### config.mk
export PLATFORM = sky130hd
export DESIGN_NAME = cma_unit
export DESIGN_NICKNAME = d
export VERILOG_FILES = /design/src/rtl/cma_pkg.sv /design/src/rtl/cma_route.sv /design/src/rtl/cma_pipe.sv /design/src/rtl/cma_seq.sv /design/src/rtl/cma_unit.sv
export SDC_FILE = /design/constraint.sdc
export NUM_CORES = 1
export LEC_CHECK = 0
export ABC_AREA = 1
export CORE_MARGIN = 2
export CORE_UTILIZATION = 55
export CTS_CLUSTER_DIAMETER = 30
export CTS_CLUSTER_SIZE = 24
export DETAILED_ROUTE_END_ITERATION = 12
export PLACE_DENSITY = 0.9
export SLEW_MARGIN = 20
export SYNTH_ARGS = -nofsm -noshare
export SYNTH_HDL_FRONTEND = slang
export SYNTH_SLANG_ARGS = --single-unit
### constraint.sdc
create_clock -name clk -period 5.3 [get_ports clk]
set_clock_uncertainty 0.15 [all_clocks]
set_input_delay 0.795 -clock clk [delete_from_list [all_inputs] [get_ports clk]]
set_output_delay 0.795 -clock clk [all_outputs]
set_load 0.02 [all_outputs]
### src/rtl/cma_pkg.sv
package cma_pkg;

    typedef enum logic [1:0] {MA_KR = 2'd0, MA_KI = 2'd1, MA_S1 = 2'd2, MA_XF = 2'd3} mul_a_e;
    typedef enum logic [1:0] {AA_S2 = 2'd0, AA_XF = 2'd1, AA_KR = 2'd2, AA_KI = 2'd3} add_a_e;
    typedef enum logic [0:0] {ST_PRIME = 1'b0, ST_RUN = 1'b1} ctl_state_e;

    // Both adder inputs and the first multiplier input all tied to the transfer register
    function automatic logic path_illegal(input logic [5:0] code);
        return (code[1:0] == MA_XF) && (code[4:3] == AA_XF) && code[5];
    endfunction

endpackage

### src/rtl/cma_route.sv
module cma_route
    import cma_pkg::*;
#(
    parameter int W = 16
) (
    input  logic [5:0]   path,
    input  logic [W-1:0] src1,
    input  logic [W-1:0] src2,
    input  logic [W-1:0] k_real,
    input  logic [W-1:0] k_imag,
    input  logic [W-1:0] xfer,
    output logic [W-1:0] mul_a,
    output logic [W-1:0] mul_b,
    output logic [W-1:0] add_a,
    output logic         use_xfer,
    output logic         legal
);
    mul_a_e ma_sel;
    add_a_e aa_sel;

    assign ma_sel   = mul_a_e'(path[1:0]);
    assign aa_sel   = add_a_e'(path[4:3]);
    assign use_xfer = path[5];
    assign legal    = !path_illegal(path);
    assign mul_b    = path[2] ? src2 : src1;

    always_comb begin
        unique case (ma_sel)
            MA_KR: mul_a = k_real;
            MA_KI: mul_a = k_imag;
            MA_S1: mul_a = src1;
            MA_XF: mul_a = xfer;
        endcase
        unique case (aa_sel)
            AA_S2: add_a = src2;
            AA_XF: add_a = xfer;
            AA_KR: add_a = k_real;
            AA_KI: add_a = k_imag;
        endcase
    end

endmodule

### src/rtl/cma_pipe.sv
module cma_pipe #(
    parameter int W     = 16,
    parameter int DEPTH = 6,
    parameter int TAP_S = 5,
    parameter int TAP_D = 4
) (
    input  logic         clk,
    input  logic         rst_n,
    input  logic         adv,
    input  logic [W-1:0] mul_a,
    input  logic [W-1:0] mul_b,
    input  logic [W-1:0] add_a,
    input  logic         use_xfer,
    input  logic [W-1:0] xfer,
    output logic [W-1:0] tap_s,
    output logic [W-1:0] tap_d
);
    // Multiplier stage
    logic [W-1:0] prod_q, addend_q, xfer_q;
    logic         use_xfer_q;
    // Adder pipeline: sum_q[1] is the adder output, later entries shift it along
    logic [W-1:0] sum_q [1:DEPTH-1];

    always_ff @(posedge clk or negedge rst_n) begin
        if (!rst_n) begin
            prod_q     <= '0;
            addend_q   <= '0;
            xfer_q     <= '0;
            use_xfer_q <= 1'b0;
            sum_q[1]   <= '0;
        end else if (adv) begin
            prod_q     <= mul_a * mul_b;
            addend_q   <= add_a;
            xfer_q     <= xfer;
            use_xfer_q <= use_xfer;
            sum_q[1]   <= addend_q + (use_xfer_q ? xfer_q : prod_q);
        end
    end

    for (genvar k = 2; k < DEPTH; k++) begin : g_shift
        always_ff @(posedge clk or negedge rst_n) begin
            if (!rst_n)   sum_q[k] <= '0;
            else if (adv) sum_q[k] <= sum_q[k-1];
        end
    end

    assign tap_s = sum_q[TAP_S];
    assign tap_d = sum_q[TAP_D];

endmodule

### src/rtl/cma_seq.sv
module cma_seq
    import cma_pkg::*;
#(
    parameter int PRIME_SGL = 6,
    parameter int PRIME_DBL = 5
) (
    input  logic clk,
    input  logic rst_n,
    input  logic issue_ok,
    input  logic dbl,
    output logic fire
);
    localparam int CW = $clog2(PRIME_SGL + 1);
    localparam logic [CW-1:0] LAST_S = CW'(PRIME_SGL - 1);
    localparam logic [CW-1:0] LAST_D = CW'(PRIME_DBL - 1);

    ctl_state_e    state_q, state_d;
    logic [CW-1:0] cnt_q, cnt_d, last;
    logic          dbl_q, chg;

    assign last = dbl ? LAST_D : LAST_S;
    assign chg  = dbl != dbl_q;

    always_ff @(posedge clk or negedge rst_n) begin
        if (!rst_n) begin
            state_q <= ST_PRIME;
            cnt_q   <= '0;
            dbl_q   <= 1'b0;
        end else begin
            state_q <= state_d;
            cnt_q   <= cnt_d;
            dbl_q   <= dbl;
        end
    end

    always_comb begin
        state_d = state_q;
        cnt_d   = cnt_q;
        fire    = 1'b0;
        if (chg) begin
            state_d = ST_PRIME;
            cnt_d   = issue_ok ? CW'(1) : '0;
        end else begin
            unique case (state_q)
                ST_PRIME: if (issue_ok) begin
                    if (cnt_q == last) begin
                        state_d = ST_RUN;
                        cnt_d   = '0;
                    end else begin
                        cnt_d = cnt_q + CW'(1);
                    end
                end
                ST_RUN: fire = issue_ok;
            endcase
        end
    end

    AST_PRIME_CNT_BOUND: assert property (@(posedge clk) disable iff (!rst_n)
        cnt_q <= LAST_S) else $error("priming count out of range");
    AST_RUN_CNT_CLEAR: assert property (@(posedge clk) disable iff (!rst_n)
        state_q == ST_RUN |-> cnt_q == '0) else $error("count left nonzero in run");
    AST_SWITCH_REPRIME: assert property (@(posedge clk) disable iff (!rst_n)
        (dbl != dbl_q) |=> state_q == ST_PRIME) else $error("mode switch kept run state");

endmodule

### src/rtl/cma_unit.sv
module cma_unit
    import cma_pkg::*;
#(
    parameter int W         = 16,
    parameter int IDXW      = 5,
    parameter int PRIME_SGL = 6,
    parameter int PRIME_DBL = 5
) (
    input  logic            clk,
    input  logic            rst_n,
    input  logic            issue_i,
    input  logic [5:0]      path_i,
    input  logic [W-1:0]    src1_i,
    input  logic [W-1:0]    src2_i,
    input  logic [IDXW-1:0] dst_i,
    input  logic            dbl_i,
    input  logic            kr_we_i,
    input  logic            ki_we_i,
    input  logic            t_we_i,
    input  logic [W-1:0]    ld_data_i,
    output logic            wr_en_o,
    output logic [IDXW-1:0] wr_idx_o,
    output logic [W-1:0]    wr_data_o,
    output logic            err_o
);
    localparam int DEPTH = (PRIME_SGL > PRIME_DBL) ? PRIME_SGL : PRIME_DBL;

    logic [W-1:0] k_real_q, k_imag_q, xfer_q;
    logic [W-1:0] mul_a, mul_b, add_a, tap_s, tap_d;
    logic         use_xfer, legal, issue_ok, fire;

    assign issue_ok = issue_i && legal;

    always_ff @(posedge clk or negedge rst_n) begin
        if (!rst_n) begin
            k_real_q <= '0;
            k_imag_q <= '0;
            xfer_q   <= '0;
        end else begin
            if (kr_we_i) k_real_q <= ld_data_i;
            if (ki_we_i) k_imag_q <= ld_data_i;
            if (t_we_i)  xfer_q   <= ld_data_i;
        end
    end

    cma_route #(.W(W)) u_route (
        .path(path_i), .src1(src1_i), .src2(src2_i),
        .k_real(k_real_q), .k_imag(k_imag_q), .xfer(xfer_q),
        .mul_a(mul_a), .mul_b(mul_b), .add_a(add_a),
        .use_xfer(use_xfer), .legal(legal)
    );

    cma_pipe #(.W(W), .DEPTH(DEPTH), .TAP_S(PRIME_SGL - 1), .TAP_D(PRIME_DBL - 1)) u_pipe (
        .clk(clk), .rst_n(rst_n), .adv(issue_ok),
        .mul_a(mul_a), .mul_b(mul_b), .add_a(add_a),
        .use_xfer(use_xfer), .xfer(xfer_q),
        .tap_s(tap_s), .tap_d(tap_d)
    );

    cma_seq #(.PRIME_SGL(PRIME_SGL), .PRIME_DBL(PRIME_DBL)) u_seq (
        .clk(clk), .rst_n(rst_n), .issue_ok(issue_ok), .dbl(dbl_i), .fire(fire)
    );

    always_ff @(posedge clk or negedge rst_n) begin
        if (!rst_n) begin
            wr_en_o   <= 1'b0;
            wr_idx_o  <= '0;
            wr_data_o <= '0;
            err_o     <= 1'b0;
        end else begin
            wr_en_o <= fire;
            err_o   <= issue_i && !legal;
            if (fire) begin
                wr_idx_o  <= dst_i;
                wr_data_o <= dbl_i ? tap_d : tap_s;
            end
        end
    end

    AST_ERR_FROM_BAD_CODE: assert property (@(posedge clk) disable iff (!rst_n)
        err_o |-> $past(issue_i && (path_i == 6'h2B || path_i == 6'h2F))) else $error("spurious error");
    AST_BAD_CODE_HOLDS_PIPE: assert property (@(posedge clk) disable iff (!rst_n)
        (issue_i && (path_i == 6'h2B || path_i == 6'h2F)) |=> $stable(tap_s) && $stable(tap_d) && !wr_en_o)
        else $error("illegal issue moved the pipeline");
    AST_WRITE_NEEDS_ISSUE: assert property (@(posedge clk) disable iff (!rst_n)
        wr_en_o |-> $past(issue_i)) else $error("write without issue");
    AST_WRITE_INDEX: assert property (@(posedge clk) disable iff (!rst_n)
        wr_en_o |-> wr_idx_o == $past(dst_i)) else $error("wrong write index");
    AST_ERR_EXCLUDES_WRITE: assert property (@(posedge clk) disable iff (!rst_n)
        !(err_o && wr_en_o)) else $error("error and write together");

endmodule

== Word-level counts from Yosys, hierarchy flattened ==
Cells that the tools add are included.

* Input port bits: 66
* Flip-flop bits (word level): 205
* Logic and storage cells: 57
* Output and inout bits: 23

* $mul: 1
* Muxes and demuxes: 17
* $add $sub $neg: 2
* Reduce and logical (&&, ||, !) cells: 9
* Eq/ne operators: 9

{| class="wikitable"
|+ Operator list
! operator !! number
|-
| one-hot mux 16 bit (4 select lines) || 2
|-
| 2-to-1 mux 16 bit || 3
|-
| adder 16 bit || 1
|-
| multiplier 16 x 16 -> 16 bit || 1
|-
| 2-to-1 mux 3 bit || 4
|-
| == test 2 bit, second input constant || 4
|-
| 2-to-1 mux 1 bit || 8
|-
| == test 2 x 1 -> 1 bit, second input constant || 2
|-
| logical AND 1 bit || 4
|-
| zero test 2 bit || 2
|-
| adder 3 x 1 -> 3 bit, second input constant || 1
|-
| == test 3 bit || 1
|-
| != test 2 bit, second input constant || 1
|-
| AND reduction 2 bit || 1
|-
| nonzero test 2 bit || 1
|-
| zero test 1 bit || 1
|-
| != test 1 bit || 1
|}

== Logic depth before layout (Yosys ltp) ==
Gate-level depths: netlist of run 1.

* Depth in word-level cells: 8
* Gate-level depth with buffers: 36
* Gate-level depth less buffers: 35

== Modules after synthesis ==
From an unflattened synthesis of run 1, not the netlist that was laid out.

* Cell total of the unflattened synthesis: 2004
* Area, all modules: 14919.3 um2

{| class="wikitable"
|+ By module, submodules not included
! module !! area each (um2) !! cells each !! seq. area each (um2) !! times used
|-
| cma_pipe || 10217.3 || 1359 || 3228.1 || 1
|-
| cma_unit || 3089.2 || 364 || 1776.7 || 1
|-
| cma_route || 1301.2 || 242 || 0.0 || 1
|-
| cma_seq || 311.5 || 39 || 125.1 || 1
|}

== Worst setup path before layout of run 1 ==
OpenSTA, ideal clock, no wires.

* Path type: input to register
* Start: input port path_i[2]
* End: register u_pipe.prod_q[15]
* Setup slack: -0.861 ns
* Data required time: 5.033 ns
* Arrival: 5.894 ns
* Stages: 26
* Library setup time: 0.117 ns
* Path buffers: 1
* Path through: buf_2 > o21ai_0 > clkinv_1 > nor2_1 > fa_1 > inv_1 > fa_1 > fa_1 > fa_1 > inv_1 > fa_1 > inv_1 > fa_1 > inv_1 > ha_1 > inv_1 > nor3_1 > nand2_1 > o211ai_1 > a31oi_1 > nand3_1 > nand2_1 > inv_1 > nand2_1 > nand3_1 > nand2_1

* Longest elaborated chain between the ends: 2

{| class="wikitable"
|+ RTL lines
! item !! RTL line !! RTL
|-
| start, declared || cma_unit.sv:12 || <nowiki>input logic [5:0] path_i,</nowiki>
|-
| 2-to-1 mux 16 bit || cma_route.sv:25 || <nowiki>assign mul_b = path[2] ? src2 : src1;</nowiki>
|-
| multiplier 16 x 16 -> 16 bit || cma_pipe.sv:32 || <nowiki>prod_q <= mul_a * mul_b;</nowiki>
|-
| end signal, assigned || cma_pipe.sv:32 ||
|-
| end, declared || cma_pipe.sv:19 || <nowiki>logic [W-1:0] prod_q, addend_q, xfer_q;</nowiki>
|}

Every way passes these cells.
A chain may end at the register's enable or synchronous reset.

== Final worst setup path of run 1 ==
* Start: input port path_i[0]
* End: register u_pipe.prod_q[14]

* Longest elaborated chain between the ends: 5
* Elaborated cells on any way between the ends: 10
* Those cells by class: mul: 1; eq/ne: 3; mux: 1; reduce/logical: 5

{| class="wikitable"
|+ RTL lines
! item
|-
| parallel branches: the longest is 5 deep, another holds multiplier 16 x 16 -> 16 bit
|}

Several ways; the timed one is not identified.

==> flow_summary.toml, run 1 <==
[worst_setup_path]
path_class = "in -> reg"
arrival_ns = 6.30
end_kind = "flop"
rr_worst_depth = 25
max_stage_delay_ns = 0.54
crit_slowest_cell = "fa_1"
startpoint_type = "primary input"
path_max_fanout = 5
worst_ep_required_time_ns = 5.52

[synth]
synth.cell_area_sq_um = 13700
synth_warnings = 0
syn_area_per_cell_sq_um = 7.81
synth_ff_type = "dfrtp_1"
yosysMostFrequentCell = "nand2_1"
async_flop_share_pct = 100
syn_nets = 1966
synth-edff-count = 0
synth.distinct_cells = 44
ys_ff_latch = 205
synthCells = 1754
ys_top_cells_by_count = "506 x nand2_1, 299 x inv_1, 207 x o21ai_0"
ys_seq_area_share_pct = 37.4
netlist_top_cells_area = "dfrtp_1 37%, nand2_1 14%, fa_1 12%, inv_1 8.2%, o21ai_0 7.6%"
synth_top_area_share_pct = 37.4
synth_top_area_cell = "dfrtp_1"

[die]
chipWidth_um = 162
die_h_um = 162
start_util_pct = 56.2
io_pins = 89
core_sq_um = 24400
floorplan.rows = 57
die-area_sq_um = 26200

[clock_network]
holdBufCountCts = 0
cts_buffers = 37
clockBufferDepth = 3
cts_sinks = 205
ctsHtreeMaxLevel = 2
cts_tree = "done"
clk_latency_ns = 0.52
clockRootBuffer = "clkbuf_16"
cts.clk_slew.worst_paths_ns = 0.06

[layout]
nets = 2263
syn_to_final_growth_pct = 34.9
final_cells = 2403
num_antenna_cells = 0
drive_gt1_share_pct = 21.5
num-fill-cells = 1692

[worst_hold_path]
hp-class = "in -> async"

[timing]
relSlewSlack_pct = 34.3
setup_viol = 8
slew_violations = 0
worst_pin_slew_ns = 0.986
setup_slack_ns = -0.776
finalSetupTns_ns = -4.11
period_needed_ns = 6.08
finalCritPeriodShare_pct = 115
clock.fmax_mhz = 165
rsz0062_at_grt = "yes"
hold_viol = 0

[grt]
antenna_found_initial = 0
grt.overflow.total = 0
grtUsageTotal_pct = 34.9
grt_pass1_vias = 13800
grt_pass1_wl_um = 71300
grt_max_degree = 133

[drt]
first_pass_iters = 8
ant_nets = 0
drc = 0
dr.first_iter.drc_count = 1432
vias = 13500
vias_per_cell = 5.62
wirelength_um = 45400
avgRoutedWirePerCell_um = 18.9

[place]
place_congestion = 0.995
port-buffer-count = 88
dp.final_hpwl_um = 31400
pre_cts_ws_ns = -1.67
place_inst = 2274

[run]
cap_violations = 0

[status]
violations = "negative setup slack"
outcome = "finished with violations"

[power_and_ir_drop]
ir_worst_vdd_v = 0.000618
leakage_uw = 0.00950
powerDensity_nw_per_um2 = 627
## cell type report
class / count / area (sq um) / area share, %
Clock buffer: 39 / 943 / 5.10
Clock inverter: 28 / 343 / 1.85
Inverter: 302 / 1160 / 6.27
Multi-Input combinational cell: 1186 / 7710 / 41.7
Sequential cell: 205 / 5130 / 27.8
Tap cell: 324 / 405 / 2.19
Timing Repair Buffer: 319 / 2800 / 15.1
## critical path: cells and delay by family
kind	cells	cell delay, ns
fa+ha+maj	7	2.87
buf+inv	12	1.13
compound gates	5	0.75
simple gates	5	0.73
## cell families (layout without fill, tap and decap cells)
family                   after synthesis  after routing  share of synthesized area, %
AND/OR/NAND/NOR                      692            692                          20.0
buffers and inverters                363            688                          10.4
AO/OA/AOI/OAI                        320            320                          12.4
flip-flops                           205            205                          37.4
adder cells (fa/ha/maj)              146            146                          17.8
XOR/XNOR                              18             18                          1.15
multiplexers                          10             10                         0.804
## metal layers
metal	GRT usage, %	part of all wire, %	vias up
met5	0.379	0	-
met1	43.4	39	6507
li1	-	-	6093
met4	17.1	5.4	0
met2	58.9	48	715
met3	6.31	7.9	185
## timing repair
action / CTS / global route
pin swaps: 37 / 39
gates resized for setup: 115 / 49
endpoints found under the setup margin: 10 / 8
buffers inserted: 54 / 8
cloned: 2 / 0
hold endpoints to repair: 0 / 0
## sequential cells by signal, indices dropped and copies added (netlist names)
name	flops
u_pipe.prod_q	16
u_pipe.use_xfer_q	1
u_pipe.sum_q	48
u_seq.state_q	1
u_pipe.addend_q	16
wr_en_o	1
k_imag_q	16
u_pipe.xfer_q	16
wr_data_o	16
u_seq.dbl_q	1
u_seq.cnt_q	3
err_o	1
xfer_q	16
k_real_q	16
u_pipe.tap_s	16
u_pipe.tap_d	16
wr_idx_o	5
## power by group
part           switching, uW  internal, uW
clock network            876          1560
logic                   3890          3030
registers                247          1970
total                   5010          6570
## cells in the final DEF, fill, tap and decap left out, drive strengths merged, types with 4 or more instances in the layout
cell and instances:
a21oi 62, a221oi 5, buf 238, bufinv 5
clkbuf 39, clkdlybuf4s50 63, clkinv 9, clkinvlp 9
dfrtp 205, dlygate4sd2 18, fa 81, ha 65
inv 307, mux2 8, nand2 508, nand3 56
nand4 12, nor2 107, o211ai 6, o21ai 214
o21bai 4, o22ai 17, or2 4, xnor2 8
xor2 10
## per-stage QoR
step,hold WS (ns),util (%),area [sq um],power [uW]
after floorplan,0.291,-,13900,5690
after global placement,0.301,66.8,16300,7410
after detailed placement,0.302,66.8,16300,7740
after CTS,0.317,74.9,18300,10700
after global routing,0.334,75.8,18500,12300
final,0.222,75.8,18500,11600
## final timing paths
path / start / to / slack, ns
setup / recovery: path_i[0] / u_pipe.prod_q[14]$_DFFE_PN0P_ / -0.78
hold / removal: rst_n / wr_data_o[6]$_DFFE_PN0P_ / 0.22
setup reg to reg: k_imag_q[4]$_DFFE_PN0P_ / u_pipe.prod_q[14]$_DFFE_PN0P_ / -0.66
hold reg to reg: u_pipe.sum_q[69]$_DFFE_PN0P_ / u_pipe.sum_q[53]$_DFFE_PN0P_ / 0.32
max in group asynchronous: rst_n / u_pipe.xfer_q[7]$_DFFE_PN0P_ / 3.64
min in group clk: u_pipe.sum_q[69]$_DFFE_PN0P_ / u_pipe.sum_q[53]$_DFFE_PN0P_ / 0.32
Power figures use the tool's default switching activity.
==> run 2, diff against run 1 <==
--- a/config.mk
+++ b/config.mk
@@ -13,4 +13,5 @@
 export DETAILED_ROUTE_END_ITERATION = 12
 export PLACE_DENSITY = 0.9
+export SKIP_CTS_REPAIR_TIMING = 1
 export SLEW_MARGIN = 20
 export SYNTH_ARGS = -nofsm -noshare
==> constraint.sdc (replaced) <==
create_clock -name clk -period 5.3 [get_ports clk]
set_clock_uncertainty 0.15 [all_clocks]
set_input_delay 1.06 -clock clk [delete_from_list [all_inputs] [get_ports clk]]
set_output_delay 1.06 -clock clk [all_outputs]
set_load 0.02 [all_outputs]
==> flow_summary.toml, run 2 (synthesis gave the netlist of run 1 again) <==
[clock_network]
cts_tree = "done"
cts_sinks = 205
cts.clk_slew.worst_paths_ns = 0.06
ctsHtreeMaxLevel = 1
clockRootBuffer = "clkbuf_16"
clockBufferDepth = 3
cts_buffers = 31
clk_latency_ns = 0.56

[grt]
grt_pass1_vias = 13100
grt.overflow.total = 0
grtUsageTotal_pct = 32.8
grt_use_met2_pct = 56.5
grt_max_degree = 118
antenna_found_initial = 0
grt-busiest-layer = "met2"
use_met1_pct = 40.9
grt_pass1_wl_um = 67000
use_met3_pct = 5.77

[timing]
clock.fmax_mhz = 161
slew_violations = 0
finalCritPeriodShare_pct = 117
hold_viol = 0
setup_viol = 8
period_needed_ns = 6.19
rsz0062_at_grt = "yes"
relSlewSlack_pct = 39.4
holdWs_ns = 0.313
worst_pin_slew_ns = 0.909
setup_slack_ns = -0.892

[worst_setup_path]
end_kind = "flop"
path_class = "in -> reg"
rr_worst_depth = 23
worst_ep_required_time_ns = 5.57
crit_slowest_cell = "fa_1"
path_max_fanout = 10
max_stage_delay_ns = 0.58
startpoint_type = "primary input"
path_common_cell = "fa_1"
arrival_ns = 6.47

[drt]
first_pass_iters = 6
ant_nets = 0
wirelength_um = 44000
vias = 13100
drc = 0
avgRoutedWirePerCell_um = 18.5
dr.first_iter.drc_count = 1265
vias_per_cell = 5.51

[layout]
syn_to_final_growth_pct = 33.6
drive_gt1_share_pct = 21.7
largest_reg_flops = 48
largest-register = "u_pipe.sum_q"
nets = 2244
layout_common_cells = "474 x nand2_1, 262 x inv_1, 205 x dfrtp_1"
num_antenna_cells = 0
design_area_sq_um = 18300
layout_commonest_cell = "nand2_1"

[status]
outcome = "finished with violations"
violations = "negative setup slack"

[power_and_ir_drop]
ir_worst_vdd_v = 0.000551
p_total_uw = 11200
leakage_uw = 0.00944
powerDensity_nw_per_um2 = 614

[place]
port-buffer-count = 88
postPlaceCellArea_sq_um = 16300
place_congestion = 1.05
dp.final_hpwl_um = 31400

[die]
core_sq_um = 24400
floorplan.rows = 57
chipWidth_um = 162
die_h_um = 162
start_util_pct = 56.2
io_pins = 89
die-area_sq_um = 26200

[worst_hold_path]
holdPathStages = 2
hp-class = "reg -> reg"

[run]
cap_violations = 0
==> run 2: changes by cell type in the layout (fill, tap and decap cells not counted), sizes merged <==
cell / previous run / this run
dlygate4sd2: 18 / 0
buf: 238 / 222
dlymetal6s2s: 0 / 16
inv: 307 / 303
bufinv: 5 / 3
clkdlybuf4s50: 63 / 65
clkbuf: 39 / 38
nor2: 107 / 108
==> run 2: worst paths after layout <==
check	start	to	slack [ns]
max in group asynchronous	rst_n	k_imag_q[9]$_DFFE_PN0P_	3.48
setup / recovery	path_i[0]	u_pipe.prod_q[14]$_DFFE_PN0P_	-0.89
setup reg to reg	k_imag_q[6]$_DFFE_PN0P_	u_pipe.prod_q[14]$_DFFE_PN0P_	-0.49
hold reg to reg	u_pipe.sum_q[53]$_DFFE_PN0P_	u_pipe.sum_q[37]$_DFFE_PN0P_	0.31
hold / removal	u_pipe.sum_q[53]$_DFFE_PN0P_	u_pipe.sum_q[37]$_DFFE_PN0P_	0.31
min in group asynchronous	rst_n	u_pipe.tap_d[9]$_DFFE_PN0P_	0.47
==> run 2: report_power, final <==
group	switching [uW]	internal, uW	total [uW]
combinational	3900	3050	6940
sequential	249	1970	2220
clock	802	1270	2070
total	4950	6290	11200
==> run 2: metrics by stage <==
| stage | util, % | setup TNS (ns) | setup WS, ns | cells |
|---|---|---|---|---|
| detailed placement | 66.8 | -16.96 | -2.07 | 2274 |
| global route | 75.1 | -6.61 | -1.09 | 2381 |
| finish | 75.1 | -5.32 | -0.892 | 2381 |
| CTS | 71.2 | -10.63 | -1.55 | 2332 |
| floorplan | - | -3.17 | -0.791 | 1754 |
| global placement | 66.8 | -15.35 | -2.00 | 2274 |
==> run 2: routing by layer <==
| layer | wire (um) | share of wire, % | vias to the layer above |
|---|---|---|---|
| met1 | 17100 | 39 | 6278 |
| met3 | 3490 | 7.9 | 142 |
| li1 | - | - | 6047 |
| met2 | 21300 | 48 | 659 |
| met5 | 0 | 0 | - |
| met4 | 2160 | 4.9 | 0 |
==> run 2: critical path, delay by kind of cell <==
family,cells,cell delay (ns)
simple gates,6,0.62
buf+inv,10,0.96
fa+ha+maj,7,3.37
compound gates,3,0.42
==> run 2: cell type report <==
cell class	instances	area, sq um
Sequential cell	205	5130
Fill cell	1630	6080
Tap cell	324	405
Timing Repair Buffer	305	2770
Clock inverter	22	258
Clock buffer	36	815
Multi-Input combinational cell	1187	7760
Inverter	302	1170
==> run 3, diff against run 2 <==
SKIP_LAST_GASP = 1   (was default)
==> flow_summary.toml, run 3 (synthesis gave the netlist of run 1 again) <==
[worst_setup_path]
end_kind = "flop"
path_class = "in -> reg"
critPathTopFamily = "adder cells"
path_max_fanout = 6
max_stage_delay_ns = 0.55
crit_slowest_cell = "fa_2"
arrival_ns = 6.50
cp_num_buf_inv = 11
startpoint_type = "primary input"
worst_ep_required_time_ns = 5.59

[layout]
design_area_sq_um = 18300
largest-register = "u_pipe.sum_q"
layout_commonest_cell = "nand2_1"
nets = 2244
drive_gt1_share_pct = 21.3
num_antenna_cells = 0
largest_reg_flops = 48
syn_to_final_growth_pct = 33.2
layout_common_cells = "476 x nand2_1, 265 x inv_1, 205 x dfrtp_1"
final_core_util_pct = 74.8

[clock_network]
cts_tree = "done"
cts.clk_slew.worst_paths_ns = 0.06
ctsHtreeMaxLevel = 1
clockRootBuffer = "clkbuf_16"
cts_sinks = 205
clk_latency_ns = 0.56
clockBufferDepth = 3
cts_buffers = 31

[timing]
period_needed_ns = 6.21
holdWs_ns = 0.312
worst_pin_slew_ns = 0.905
setup_slack_ns = -0.914
finalCritPeriodShare_pct = 117
slew_violations = 0
hold_viol = 0
setup_viol = 9
rsz0062_at_grt = "yes"
relSlewSlack_pct = 39.7
clock.fmax_mhz = 161

[status]
violations = "negative setup slack"
outcome = "finished with violations"

[drt]
vias_per_cell = 5.52
ant_nets = 0
first_pass_iters = 6
drc = 0
avgRoutedWirePerCell_um = 18.4
dr.first_iter.drc_count = 1331
vias = 13100
wirelength_um = 43800

[grt]
antenna_found_initial = 0
grt_pass1_vias = 13100
grt.overflow.total = 0
grt_pass1_wl_um = 67000
grt_max_degree = 118
grtUsageTotal_pct = 32.8

[power_and_ir_drop]
leakage_uw = 0.00943
powerDensity_nw_per_um2 = 609
p_total_uw = 11100
ir_worst_vdd_v = 0.000530

[place]
dp.final_hpwl_um = 31400
pre_cts_ws_ns = -2.07
place_congestion = 1.05
port-buffer-count = 88
postPlaceCellArea_sq_um = 16300

[run]
cap_violations = 0

[die]
chipWidth_um = 162
start_util_pct = 56.2
io_pins = 89
floorplan.rows = 57
die-area_sq_um = 26200
die_h_um = 162
core_sq_um = 24400

[worst_hold_path]
hp-class = "reg -> reg"
## run 3: cell types whose count changed in the layout (fill, tap and decap cells not counted), moves of 2 or more
| cell | delta |
|---|---|
| buf_4 | +4 |
| buf_6 | -4 |
| inv_1 | +3 |
| inv_2 | -3 |
| nand2_1 | +2 |
| nor2_1 | +2 |
## run 3: path summary, 6_finish.rpt
kind | from | end | slack, ns | cells after the start
setup / recovery | path_i[1] | u_pipe.prod_q[15]$_DFFE_PN0P_ | -0.91 | 31
hold / removal | u_pipe.sum_q[53]$_DFFE_PN0P_ | u_pipe.sum_q[37]$_DFFE_PN0P_ | 0.31 | 2
setup reg to reg | k_imag_q[6]$_DFFE_PN0P_ | u_pipe.prod_q[15]$_DFFE_PN0P_ | -0.51 | 26
hold reg to reg | u_pipe.sum_q[53]$_DFFE_PN0P_ | u_pipe.sum_q[37]$_DFFE_PN0P_ | 0.31 | 2
max in group asynchronous | rst_n | k_imag_q[9]$_DFFE_PN0P_ | 3.48 | 2
min in group asynchronous | rst_n | u_pipe.tap_d[9]$_DFFE_PN0P_ | 0.47 | 1
## run 3: report_power, final
| group | total, uW | leakage (uW) | internal (uW) | switching [uW] |
|---|---|---|---|---|
| clock | 2080 | 0.000507 | 1270 | 805 |
| combinational | 6830 | 0.00635 | 3020 | 3810 |
| sequential | 2220 | 0.00257 | 1970 | 250 |
| total | 11100 | 0.00943 | 6260 | 4860 |
## run 3: per-stage QoR
| stage | TNS (ns) | std cells |
|---|---|---|
| 5_1_grt | -7.08 | 2381 |
| 2_1_floorplan | -3.17 | 1754 |
| 3_3_place_gp | -15.35 | 2274 |
| 6_report | -5.63 | 2381 |
| 3_5_place_dp | -16.96 | 2274 |
| 4_1_cts | -10.63 | 2332 |
## run 3: tightest hold or removal path, cell delays in order, from the launching register on
cell	delay, ns
dfrtp_1	0.34
nand2_1	0.05
nand2_1	0.05
## run 3: area by class of cell
class	count	area [sq um]
inverter	302	1170
fill	1653	6130
tap	324	405
sequential	205	5130
clock buffer	36	815
multi-input combinational	1187	7730
timing repair buffer	305	2750
clock inverter	22	258
## run 3: per-layer routing
layer,vias to the layer above,track usage (%),share of wire [%]
met4,0,13.7,4.9
met1,6252,40.9,39
met2,683,56.5,48
met5,-,0,0
met3,148,5.77,8.1
li1,6051,-,-
